**src/rtl/i2c_tx_pkg.sv**
```systemverilog
package i2c_tx_pkg;

   typedef enum logic [1:0] {
      OP_NONE  = 2'b00,
      OP_START = 2'b01,
      OP_WRITE = 2'b10,
      OP_STOP  = 2'b11
   } i2c_op_e;

   typedef enum logic [1:0] {
      ST_IDLE,
      ST_START,
      ST_WRITE,
      ST_STOP
   } i2c_state_e;

   // pull enables for the two bus lines: 1 = pull low, 0 = release
   typedef struct packed {
      logic scl_pull;
      logic sda_pull;
   } i2c_lines_t;

   localparam logic [1:0] QTR_LAST_START = 2'd3;
   localparam logic [1:0] QTR_LAST_STOP  = 2'd2;
   localparam logic [1:0] QTR_LAST_BIT   = 2'd3;
   localparam logic [1:0] QTR_SAMPLE     = 2'd1;

endpackage

```
**src/rtl/i2c_tx_qtimer.sv**
```systemverilog
module i2c_tx_qtimer #(
   parameter int DIV_W = 12
) (
   input  logic             clk,
   input  logic             rst_n,
   input  logic             run,
   input  logic             hold,
   input  logic [DIV_W-1:0] div,
   output logic             tick
);

   logic [DIV_W-1:0] cnt_q;

   generate
      if (DIV_W < 1) begin : g_bad_div
         $error("i2c_tx_qtimer: DIV_W must be at least 1");
      end
   endgenerate

   // a quarter ends after div+1 counted cycles; >= guards a divider lowered mid-count
   assign tick = run && !hold && (cnt_q >= div);

   always_ff @(posedge clk or negedge rst_n) begin
      if (!rst_n) begin
         cnt_q <= '0;
      end else if (!run) begin
         cnt_q <= '0;
      end else if (!hold) begin
         cnt_q <= tick ? '0 : cnt_q + 1'b1;
      end
   end

endmodule

```
**src/rtl/i2c_tx_shreg.sv**
```systemverilog
module i2c_tx_shreg #(
   parameter int DATA_W    = 8,
   parameter bit MSB_FIRST = 1'b1
) (
   input  logic              clk,
   input  logic              rst_n,
   input  logic              load,
   input  logic              shift,
   input  logic [DATA_W-1:0] din,
   output logic              bit_next
);

   logic [DATA_W-1:0] sh_q;
   logic [DATA_W-1:0] sh_shifted;
   logic              cur_bit;
   logic              nxt_bit;
   logic              first_bit;

   generate
      if (DATA_W < 2) begin : g_bad_width
         $error("i2c_tx_shreg: DATA_W must be at least 2");
      end
      if (MSB_FIRST) begin : g_msb
         assign cur_bit    = sh_q[DATA_W-1];
         assign nxt_bit    = sh_q[DATA_W-2];
         assign first_bit  = din[DATA_W-1];
         assign sh_shifted = {sh_q[DATA_W-2:0], 1'b0};
      end else begin : g_lsb
         assign cur_bit    = sh_q[0];
         assign nxt_bit    = sh_q[1];
         assign first_bit  = din[0];
         assign sh_shifted = {1'b0, sh_q[DATA_W-1:1]};
      end
   endgenerate

   // bit presented on the line once this cycle's load/shift has taken effect
   assign bit_next = load ? first_bit : (shift ? nxt_bit : cur_bit);

   always_ff @(posedge clk or negedge rst_n) begin
      if (!rst_n) begin
         sh_q <= '0;
      end else if (load) begin
         sh_q <= din;
      end else if (shift) begin
         sh_q <= sh_shifted;
      end
   end

endmodule

```
**src/rtl/i2c_tx_seq.sv**
```systemverilog
module i2c_tx_seq
   import i2c_tx_pkg::*;
#(
   parameter int DATA_W = 8
) (
   input  logic       clk,
   input  logic       rst_n,
   input  logic       cmd_valid,
   input  logic [1:0] cmd_op,
   input  logic       tick,
   input  logic       data_bit,
   input  logic       sda_in,
   output logic       busy,
   output logic       done,
   output logic       nack,
   output logic       timer_run,
   output logic       load,
   output logic       shift,
   output i2c_lines_t lines
);

   localparam int BCNT_W = $clog2(DATA_W + 1);
   localparam logic [BCNT_W-1:0] ACK_IDX = BCNT_W'(DATA_W);

   i2c_state_e        st_q, st_n;
   logic [1:0]        qtr_q, qtr_n;
   logic [BCNT_W-1:0] bit_q, bit_n;
   logic              own_q, own_n;
   logic              ack_q, ack_n;
   logic              nack_q, nack_n;
   logic              done_q, done_n;
   i2c_lines_t        lines_q, lines_n;
   logic              accept;

   assign accept    = cmd_valid && (st_q == ST_IDLE) && !done_q;
   assign busy      = (st_q != ST_IDLE) || done_q;
   assign done      = done_q;
   assign nack      = nack_q;
   assign lines     = lines_q;
   assign timer_run = (st_q != ST_IDLE);

   // command sequencing, one quarter per timer tick
   always_comb begin
      st_n   = st_q;
      qtr_n  = qtr_q;
      bit_n  = bit_q;
      own_n  = own_q;
      ack_n  = ack_q;
      nack_n = nack_q;
      done_n = 1'b0;
      load   = 1'b0;
      shift  = 1'b0;
      unique case (st_q)
         ST_IDLE: begin
            if (accept) begin
               nack_n = 1'b0;
               qtr_n  = 2'd0;
               bit_n  = '0;
               unique case (i2c_op_e'(cmd_op))
                  OP_START: st_n = ST_START;
                  OP_WRITE: begin
                     if (own_q) begin
                        st_n = ST_WRITE;
                        load = 1'b1;
                     end else begin
                        done_n = 1'b1;
                        nack_n = 1'b1;
                     end
                  end
                  OP_STOP: begin
                     if (own_q) begin
                        st_n = ST_STOP;
                     end else begin
                        done_n = 1'b1;
                        nack_n = 1'b1;
                     end
                  end
                  default: done_n = 1'b1;
               endcase
            end
         end
         ST_START: begin
            if (tick) begin
               if (qtr_q == QTR_LAST_START) begin
                  st_n   = ST_IDLE;
                  own_n  = 1'b1;
                  done_n = 1'b1;
               end else begin
                  qtr_n = qtr_q + 2'd1;
               end
            end
         end
         ST_STOP: begin
            if (tick) begin
               if (qtr_q == QTR_LAST_STOP) begin
                  st_n   = ST_IDLE;
                  own_n  = 1'b0;
                  done_n = 1'b1;
               end else begin
                  qtr_n = qtr_q + 2'd1;
               end
            end
         end
         ST_WRITE: begin
            if (tick) begin
               if ((qtr_q == QTR_SAMPLE) && (bit_q == ACK_IDX)) begin
                  ack_n = sda_in;
               end
               if (qtr_q == QTR_LAST_BIT) begin
                  if (bit_q == ACK_IDX) begin
                     st_n   = ST_IDLE;
                     done_n = 1'b1;
                     nack_n = ack_q;
                  end else begin
                     bit_n = bit_q + 1'b1;
                     qtr_n = 2'd0;
                     shift = (bit_q != ACK_IDX - 1'b1);
                  end
               end else begin
                  qtr_n = qtr_q + 2'd1;
               end
            end
         end
         default: st_n = ST_IDLE;
      endcase
   end

   // line levels for the quarter entered next
   always_comb begin
      lines_n = lines_q;
      unique case (st_n)
         ST_START: begin
            unique case (qtr_n)
               2'd0:    lines_n = '{scl_pull: own_q, sda_pull: 1'b0};
               2'd1:    lines_n = '{scl_pull: 1'b0,  sda_pull: 1'b0};
               2'd2:    lines_n = '{scl_pull: 1'b0,  sda_pull: 1'b1};
               default: lines_n = '{scl_pull: 1'b1,  sda_pull: 1'b1};
            endcase
         end
         ST_STOP: begin
            unique case (qtr_n)
               2'd0:    lines_n = '{scl_pull: 1'b1, sda_pull: 1'b1};
               2'd1:    lines_n = '{scl_pull: 1'b0, sda_pull: 1'b1};
               default: lines_n = '{scl_pull: 1'b0, sda_pull: 1'b0};
            endcase
         end
         ST_WRITE: begin
            lines_n.scl_pull = !((qtr_n == 2'd1) || (qtr_n == 2'd2));
            lines_n.sda_pull = (bit_n == ACK_IDX) ? 1'b0 : !data_bit;
         end
         default: lines_n = lines_q;
      endcase
   end

   always_ff @(posedge clk or negedge rst_n) begin
      if (!rst_n) begin
         st_q    <= ST_IDLE;
         qtr_q   <= 2'd0;
         bit_q   <= '0;
         own_q   <= 1'b0;
         ack_q   <= 1'b0;
         nack_q  <= 1'b0;
         done_q  <= 1'b0;
         lines_q <= '{scl_pull: 1'b0, sda_pull: 1'b0};
      end else begin
         st_q    <= st_n;
         qtr_q   <= qtr_n;
         bit_q   <= bit_n;
         own_q   <= own_n;
         ack_q   <= ack_n;
         nack_q  <= nack_n;
         done_q  <= done_n;
         lines_q <= lines_n;
      end
   end

endmodule

```
**src/rtl/i2c_byte_tx.sv**
```systemverilog
module i2c_byte_tx
   import i2c_tx_pkg::*;
#(
   parameter int DATA_W    = 8,
   parameter int DIV_W     = 12,
   parameter bit MSB_FIRST = 1'b1
) (
   input  logic              clk,
   input  logic              rst_n,
   input  logic              cmd_valid,
   input  logic [1:0]        cmd_op,
   input  logic [DATA_W-1:0] cmd_data,
   input  logic [DIV_W-1:0]  clk_div,
   output logic              busy,
   output logic              done,
   output logic              nack,
   input  logic              scl_in,
   input  logic              sda_in,
   output logic              scl_oe,
   output logic              sda_oe
);

   generate
      if (DATA_W < 2) begin : g_bad_data_w
         $error("i2c_byte_tx: DATA_W must be at least 2");
      end
      if (DIV_W < 1 || DIV_W > 31) begin : g_bad_div_w
         $error("i2c_byte_tx: DIV_W must be between 1 and 31");
      end
   endgenerate

   logic       tick;
   logic       timer_run;
   logic       timer_hold;
   logic       sh_load;
   logic       sh_shift;
   logic       data_bit;
   i2c_lines_t lines;

   // a released clock line that still reads low is held by a target
   assign timer_hold = !lines.scl_pull && !scl_in;

   i2c_tx_qtimer #(.DIV_W(DIV_W)) u_qtimer (
      .clk   (clk),
      .rst_n (rst_n),
      .run   (timer_run),
      .hold  (timer_hold),
      .div   (clk_div),
      .tick  (tick)
   );

   i2c_tx_shreg #(.DATA_W(DATA_W), .MSB_FIRST(MSB_FIRST)) u_shreg (
      .clk      (clk),
      .rst_n    (rst_n),
      .load     (sh_load),
      .shift    (sh_shift),
      .din      (cmd_data),
      .bit_next (data_bit)
   );

   i2c_tx_seq #(.DATA_W(DATA_W)) u_seq (
      .clk       (clk),
      .rst_n     (rst_n),
      .cmd_valid (cmd_valid),
      .cmd_op    (cmd_op),
      .tick      (tick),
      .data_bit  (data_bit),
      .sda_in    (sda_in),
      .busy      (busy),
      .done      (done),
      .nack      (nack),
      .timer_run (timer_run),
      .load      (sh_load),
      .shift     (sh_shift),
      .lines     (lines)
   );

   assign scl_oe = lines.scl_pull;
   assign sda_oe = lines.sda_pull;

endmodule

```
**config.mk**
```make
export PLATFORM = sky130hd
export DESIGN_NAME = i2c_byte_tx
export DESIGN_NICKNAME = d
export VERILOG_FILES = /design/src/rtl/i2c_tx_pkg.sv /design/src/rtl/i2c_tx_qtimer.sv /design/src/rtl/i2c_tx_shreg.sv /design/src/rtl/i2c_tx_seq.sv /design/src/rtl/i2c_byte_tx.sv
export SDC_FILE = /design/constraint.sdc
export NUM_CORES = 1
export LEC_CHECK = 0
export BUFFER_PORTS_ARGS = -buffer_cell sky130_fd_sc_hd__buf_2
export CORE_UTILIZATION = 58
export CTS_CLUSTER_DIAMETER = 50
export DETAILED_ROUTE_END_ITERATION = 7
export PLACE_DENSITY = 0.78
export SLEW_MARGIN = 20
export SYNTH_ARGS = -nofsm -noshare
export SYNTH_HDL_FRONTEND = slang
export SYNTH_SLANG_ARGS = --single-unit
```
**constraint.sdc**
```tcl
create_clock -name clk -period 4.3 [get_ports clk]
set_input_delay 0.215 -clock clk [delete_from_list [all_inputs] [get_ports clk]]
set_output_delay 0.215 -clock clk [all_outputs]
set_load 0.02 [all_outputs]
```
### Word-level counts from Yosys, hierarchy flattened

Cells that the tools add are included.
Widths: inputs -> output; s select.

| operators by class | value |
|---|---|
| add/sub/neg operators | 3 |
| magnitude comparators | 1 |
| equality and inequality tests | 26 |
| multiplexer cells | 67 |
| reduce and logical (&&, ||, !) cells | 25 |

Operator list:

| cell | count |
|---|---|
| $mux 12 | 3 |
| $mux 2 | 18 |
| $mux 1 | 29 |
| $eq 2x2->1 const B | 9 |
| $pmux 2 s3 | 3 |
| $mux 4 | 4 |
| $mux 8 | 2 |
| $pmux 2 s4 | 2 |
| $add 12x1->12 const B | 1 |
| $ge 12x12->1 | 1 |
| $eq 2x1->1 const B | 5 |
| $ne 2x1->1 const B | 5 |
| $reduce_and 5->1 | 2 |
| $eq 4x4->1 const B | 2 |
| $ne 2x2->1 const B | 4 |
| $pmux 4 s2 | 1 |
| $reduce_bool 2->1 | 4 |
| $logic_and 1x1->1 | 6 |
| $logic_not 1->1 | 6 |
| $pmux 1 s2 | 3 |
| $add 4x1->4 const B | 1 |
| $logic_not 2->1 | 2 |
| $ne 4x3->1 const B | 1 |
| $pmux 1 s4 | 1 |
| other kinds (6) | 7 |

| storage, ports and cells | value |
|---|---|
| register bits | 34 |
| input bits | 27 |
| output and inout bits | 5 |
| logic and storage cells | 133 |

### Logic depth before layout (Yosys ltp)

| depth | value |
|---|---|
| word-level depth | 12 |
| gate-level depth with buffers | 16 |
| mapped depth without buffers | 15 |

### Modules after synthesis

Synthesis repeated with hierarchy kept, for this count alone.

| second synthesis, totals | value |
|---|---|
| cell total of the unflattened synthesis | 301 |
| area, all modules | 2597.5 um^2 |

Modules (own cells, without submodules):

| module | times used | cells an instance | area each (um^2) | sequential area each (um^2) |
|---|---|---|---|---|
| i2c_tx_seq | 1 | 136 | 1159.9 | 350.3 |
| i2c_tx_qtimer | 1 | 129 | 1059.8 | 300.3 |
| i2c_tx_shreg | 1 | 35 | 374.1 | 200.2 |
| i2c_byte_tx | 1 | 1 | 3.8 | 0.0 |

### Worst setup path before layout

Ideal clock, no wire load.

| timing | value |
|---|---|
| path type | register to register |
| from | register u_qtimer.cnt_q[11] |
| to | register u_seq.lines_q (netlist bit u_seq.lines[0]) |
| setup time | 138 ps |
| arrival time | 2945 ps |
| data required time | 4162 ps |
| slack | 1217 ps |
| cell stages (with the launch flop) | 14 |
| buffers on the path | 1 |
| clock period less this slack | 3083 ps |
| cell sequence | dfrtp_1 ha_1 nand4_2 nor2_1 or4_4 or2_1 buf_6 nand2_1 nor2_1 a31o_2 ha_1 or3_1 a32oi_1 o41ai_2 |

| on the way | value |
|---|---|
| elaborated cells on any way between the ends | 29 |
| those cells by class | order compare: 1; eq/ne: 6; mux: 18; reduce/logical: 4 |

RTL lines:

| item | line | text |
|---|---|---|
| start: declaration | i2c_tx_qtimer.sv:12 | `logic [DIV_W-1:0] cnt_q;` |
| start signal: assignment | i2c_tx_qtimer.sv:29 | `cnt_q <= tick ? '0 : cnt_q + 1'b1;` |
| $ge 12x12->1 (*) | i2c_tx_qtimer.sv:21 | `assign tick = run && !hold && (cnt_q >= div);` |
| $logic_and 1x1->1 (*) | i2c_tx_qtimer.sv:21 |  |
| $mux 2, on equally long branches | i2c_tx_seq.sv:105, i2c_tx_seq.sv:83, i2c_tx_seq.sv:94 |  |
| $pmux 2 s4 (*) | i2c_tx_seq.sv:53 | `unique case (st_q)` |
| named net u_seq.qtr_n[0] | i2c_tx_seq.sv:26 | `logic [1:0] qtr_q, qtr_n;` |
| $eq 2x2->1 (tied with other cells) | i2c_tx_seq.sv:133 | `unique case (qtr_n)` |
| $pmux 2 s3 or $pmux 2 s2 (tied branches) | i2c_tx_seq.sv:133, i2c_tx_seq.sv:141 |  |
| $pmux 2 s3 (*) | i2c_tx_seq.sv:131 | `unique case (st_n)` |
| end signal: assignment | i2c_tx_seq.sv:164 | `lines_q <= '{scl_pull: 1'b0, sda_pull: 1'b0};` |
| end signal: assignment | i2c_tx_seq.sv:173 | `lines_q <= lines_n;` |
| end: declaration | i2c_tx_seq.sv:32 | `i2c_lines_t lines_q, lines_n;` |

The timed path passes the listed nets; every way through them passes the cells marked *.
A chain may end at the register's enable or synchronous reset.

### Final worst setup path

| timing | value |
|---|---|
| from | register u_qtimer.cnt_q[9] |
| to | register u_seq.lines_q (netlist bit u_seq.lines[0]) |

The elaborated chain is that of the path after synthesis.

==> flow_metrics.py <==
metrics = {
    "logic_synthesis": {
        "ys_seq_elements": 34,
        "async_reset_ff_frac": 1.00,
        "synthFlopType": "dfrtp_1",
        "synth_edf_count": 0,
        "synth-compound-area-share": 0.196,
        "synth_top_family_by_area": "simple AND/OR/NAND/NOR gates",
        "synthAdderAreaFrac": 0.139,
        "syn-instance-count": 274,
        "synth_most_common_cell": "nand2_1",
        "yosysTopAreaCell": "dfrtp_1",
        "ys_types": 42,
        "synth_common_cells": "nand2_1, dfrtp_1, o21ai_0",
        "muxShareOfSynthArea": 0.0267,
        "synthesis.nets": 327,
        "yosysWarnings": 0,
        "syn_avg_cell_area_sq_um": 8.56,
        "synth-xor-area-share": 0.00747,
        "synth.area.top_cells": "dfrtp_1, ha_1, o21ai_0, nand2_1, inv_1",
        "netlist.area_leader.share": 0.363,
        "ys_seq_area_frac": 0.363,
        "syn_area_sq_um": 2350,
        "synth-simple-area-share": 0.211,
    },
    "setup_path": {
        "r2r_start": "u_qtimer.cnt_q[9]",
        "cp-end-kind": "flip-flop",
        "arrival_ps": 3490,
        "cp-startpoint": "u_qtimer.cnt_q[9]",
        "worstSetupPathType": "flip-flop to flip-flop",
        "rrSetupSlack_ps": 960,
        "path_max_fanout": 8,
        "start_kind": "flip-flop",
        "cp.required_ps": 4450,
    },
    "sta": {
        "setup_viol": 0,
        "relSlewSlack": 0.511,
        "final-hold-violation-count": 34,
        "slew_violations": 0,
        "rsz0062_at_grt": "no",
        "fin_crit_ps": 3340,
        "setup_tns_ps": 0,
        "whs_ps": -19.7,
        "timing.fmax_ghz": 0.299,
        "finalCritPeriodShare": 0.777,
        "finClkSkew_ps": 8.28,
        "worstMarginPinSlew_ps": 733,
    },
    "detailed_routing": {
        "dr_total_vias": 2037,
        "ant_nets": 0,
        "viasPerCell": 5.75,
        "wire_per_inst_um": 13.7,
        "drc": 0,
        "dr.first_iter.drc_count": 155,
        "firstDrtPassIters": 4,
        "finalWirelength_um": 4850,
    },
    "placed_design": {
        "port_buffers": 31,
        "dp_hpwl_um": 3650,
        "place_congestion": 0.844,
    },
    "grt": {
        "antenna_found_initial": 0,
        "overflow": 0,
        "grt_pass1_vias": 1924,
        "grt_first_pass_wirelength_um": 8380,
        "grt_usage": 0.253,
        "grt_max_degree": 35,
    },
    "clock_network": {
        "cts_buffers": 5,
        "cts_resized": 0,
        "clk_pin_slew_ps": 70,
        "clockBufferDepth": 2,
        "clockRootBuffer": "clkbuf_8",
        "clk_latency_ps": 290,
        "cts_setup_buffers": 0,
        "cts_tree": "yes",
        "clock_sinks": 34,
        "ctsHtreeMaxLevel": 2,
        "holdBufCountCts": 0,
    },
    "floorplan": {
        "fp-row-count": 22,
        "initial_core_util": 0.622,
        "die-area_sq_um": 4300,
        "die_w_um": 65.6,
        "coreArea_sq_um": 3770,
        "ios": 32,
        "dieHeight_um": 65.6,
    },
    "finish": {
        "final_util": 0.699,
        "antenna_cells": 0,
        "synthToLayoutAreaGrowth_pct": 12.3,
        "drive_gt1_frac": 0.150,
        "nNetsFinal": 358,
    },
    "pwr": {
        "power_leakage_uw": 0.00132,
        "p_per_area_nw_per_um2": 313,
        "vdd_drop_max_mv": 0.185,
        "power.total_uw": 825,
    },
    "status": {
        "violations": "hold timing",
        "status": "finished, violations left",
    },
    "hold_path": {
        "min-delay-path-class": "input pin to async pin",
    },
    "flow_run": {
        "max_cap_violations": 0,
    },
}
[flip-flops by register name, indices dropped and copies added (netlist names)]
signal	count
u_qtimer.cnt_q	12
u_seq.ack_q	1
u_seq.bit_q	4
u_seq.done	1
u_seq.lines	2
u_seq.nack	1
u_seq.own_q	1
u_seq.qtr_q	2
u_seq.st_q	2
u_shreg.sh_q	8
[logic make-up (layout without fill, tap and decap cells)]
kind of cell / Yosys count / count (layout)
AO/OA/AOI/OAI: 73 / 73
buffers and inverters: 32 / 64
adder cells (fa/ha/maj): 26 / 26
flip-flops: 34 / 34
XOR/XNOR: 2 / 2
AND/OR/NAND/NOR: 101 / 101
multiplexers: 6 / 6
[layout make-up]
type / instances / area [sq um]
fill: 305 / 1140
sequential: 34 / 851
multi-input combinational: 208 / 1370
timing repair buffer: 32 / 163
clock inverter: 1 / 30.0
inverter: 24 / 90.1
tap: 48 / 60.1
clock buffer: 7 / 76.3
[where the power goes]
group          switching, uW  internal, uW  leakage, uW
Clock                    115           173    0.0000524
Sequential              29.3           342     0.000466
Combinational            102          63.0     0.000799
Total                    246           579      0.00132
[metrics by stage]
stage          setup slack, ps  hold WS, ps  std cells  area (sq um)
6_report                   957        -19.7        354          2640
5_1_grt                    669         56.7        354          2640
4_1_cts                    954         18.3        354          2640
3_5_place_dp               985          328        346          2530
3_3_place_gp              1090          326        346          2520
2_1_floorplan             1220        -80.6        274          2350
[layer usage]
| metal | up-vias | GRT usage | wire, um |
|---|---|---|---|
| met5 | - | 0 | 0 |
| met4 | 0 | 0.0842 | 75 |
| met3 | 10 | 0.0590 | 237 |
| met2 | 57 | 0.425 | 2270 |
| met1 | 947 | 0.318 | 2270 |
| li1 | 1023 | - | - |
[critical path, cell delays in order, from the launching register on]
cell	delay, ps
dfrtp_1	430
ha_1	340
nand4_2	150
a211o_1	240
nor3_1	330
or2_1	300
nand2_1	210
o211ai_1	220
o21a_1	230
inv_1	100
ha_1	180
nor2_1	100
a21oi_1	70
a32oi_1	210
o41ai_2	100
[layout by cell type (no fill, tap or decap), drive strengths merged, types with 2 or more instances in the layout]
cell and n:
nand2 38, o21ai 34, dfrtp 34, buf 32, ha 26, inv 24
nor2 21, and3 11, a21oi 8, clkbuf 7, a22oi 6, nand2b 5
nand3 5, nor3 5, a32oi 4, and2 4, a31oi 4, mux2i 4
o211ai 3, or3 3, o21a 2, nor3b 2, o22ai 2, mux2 2
a22o 2, xor2 2, nand4 2
[final timing paths]
path,endpoint,cells after the start
worst min register to register,u_shreg.sh_q[2],2
max in group asynchronous,u_shreg.sh_q[6],1
min in group clk,u_shreg.sh_q[1],3
worst max register to register,u_seq.lines[0],14
worst min-delay path,u_qtimer.cnt_q[10],1
worst max-delay path,u_seq.lines[0],14
Note: power is estimated with default switching activity, not from simulation.
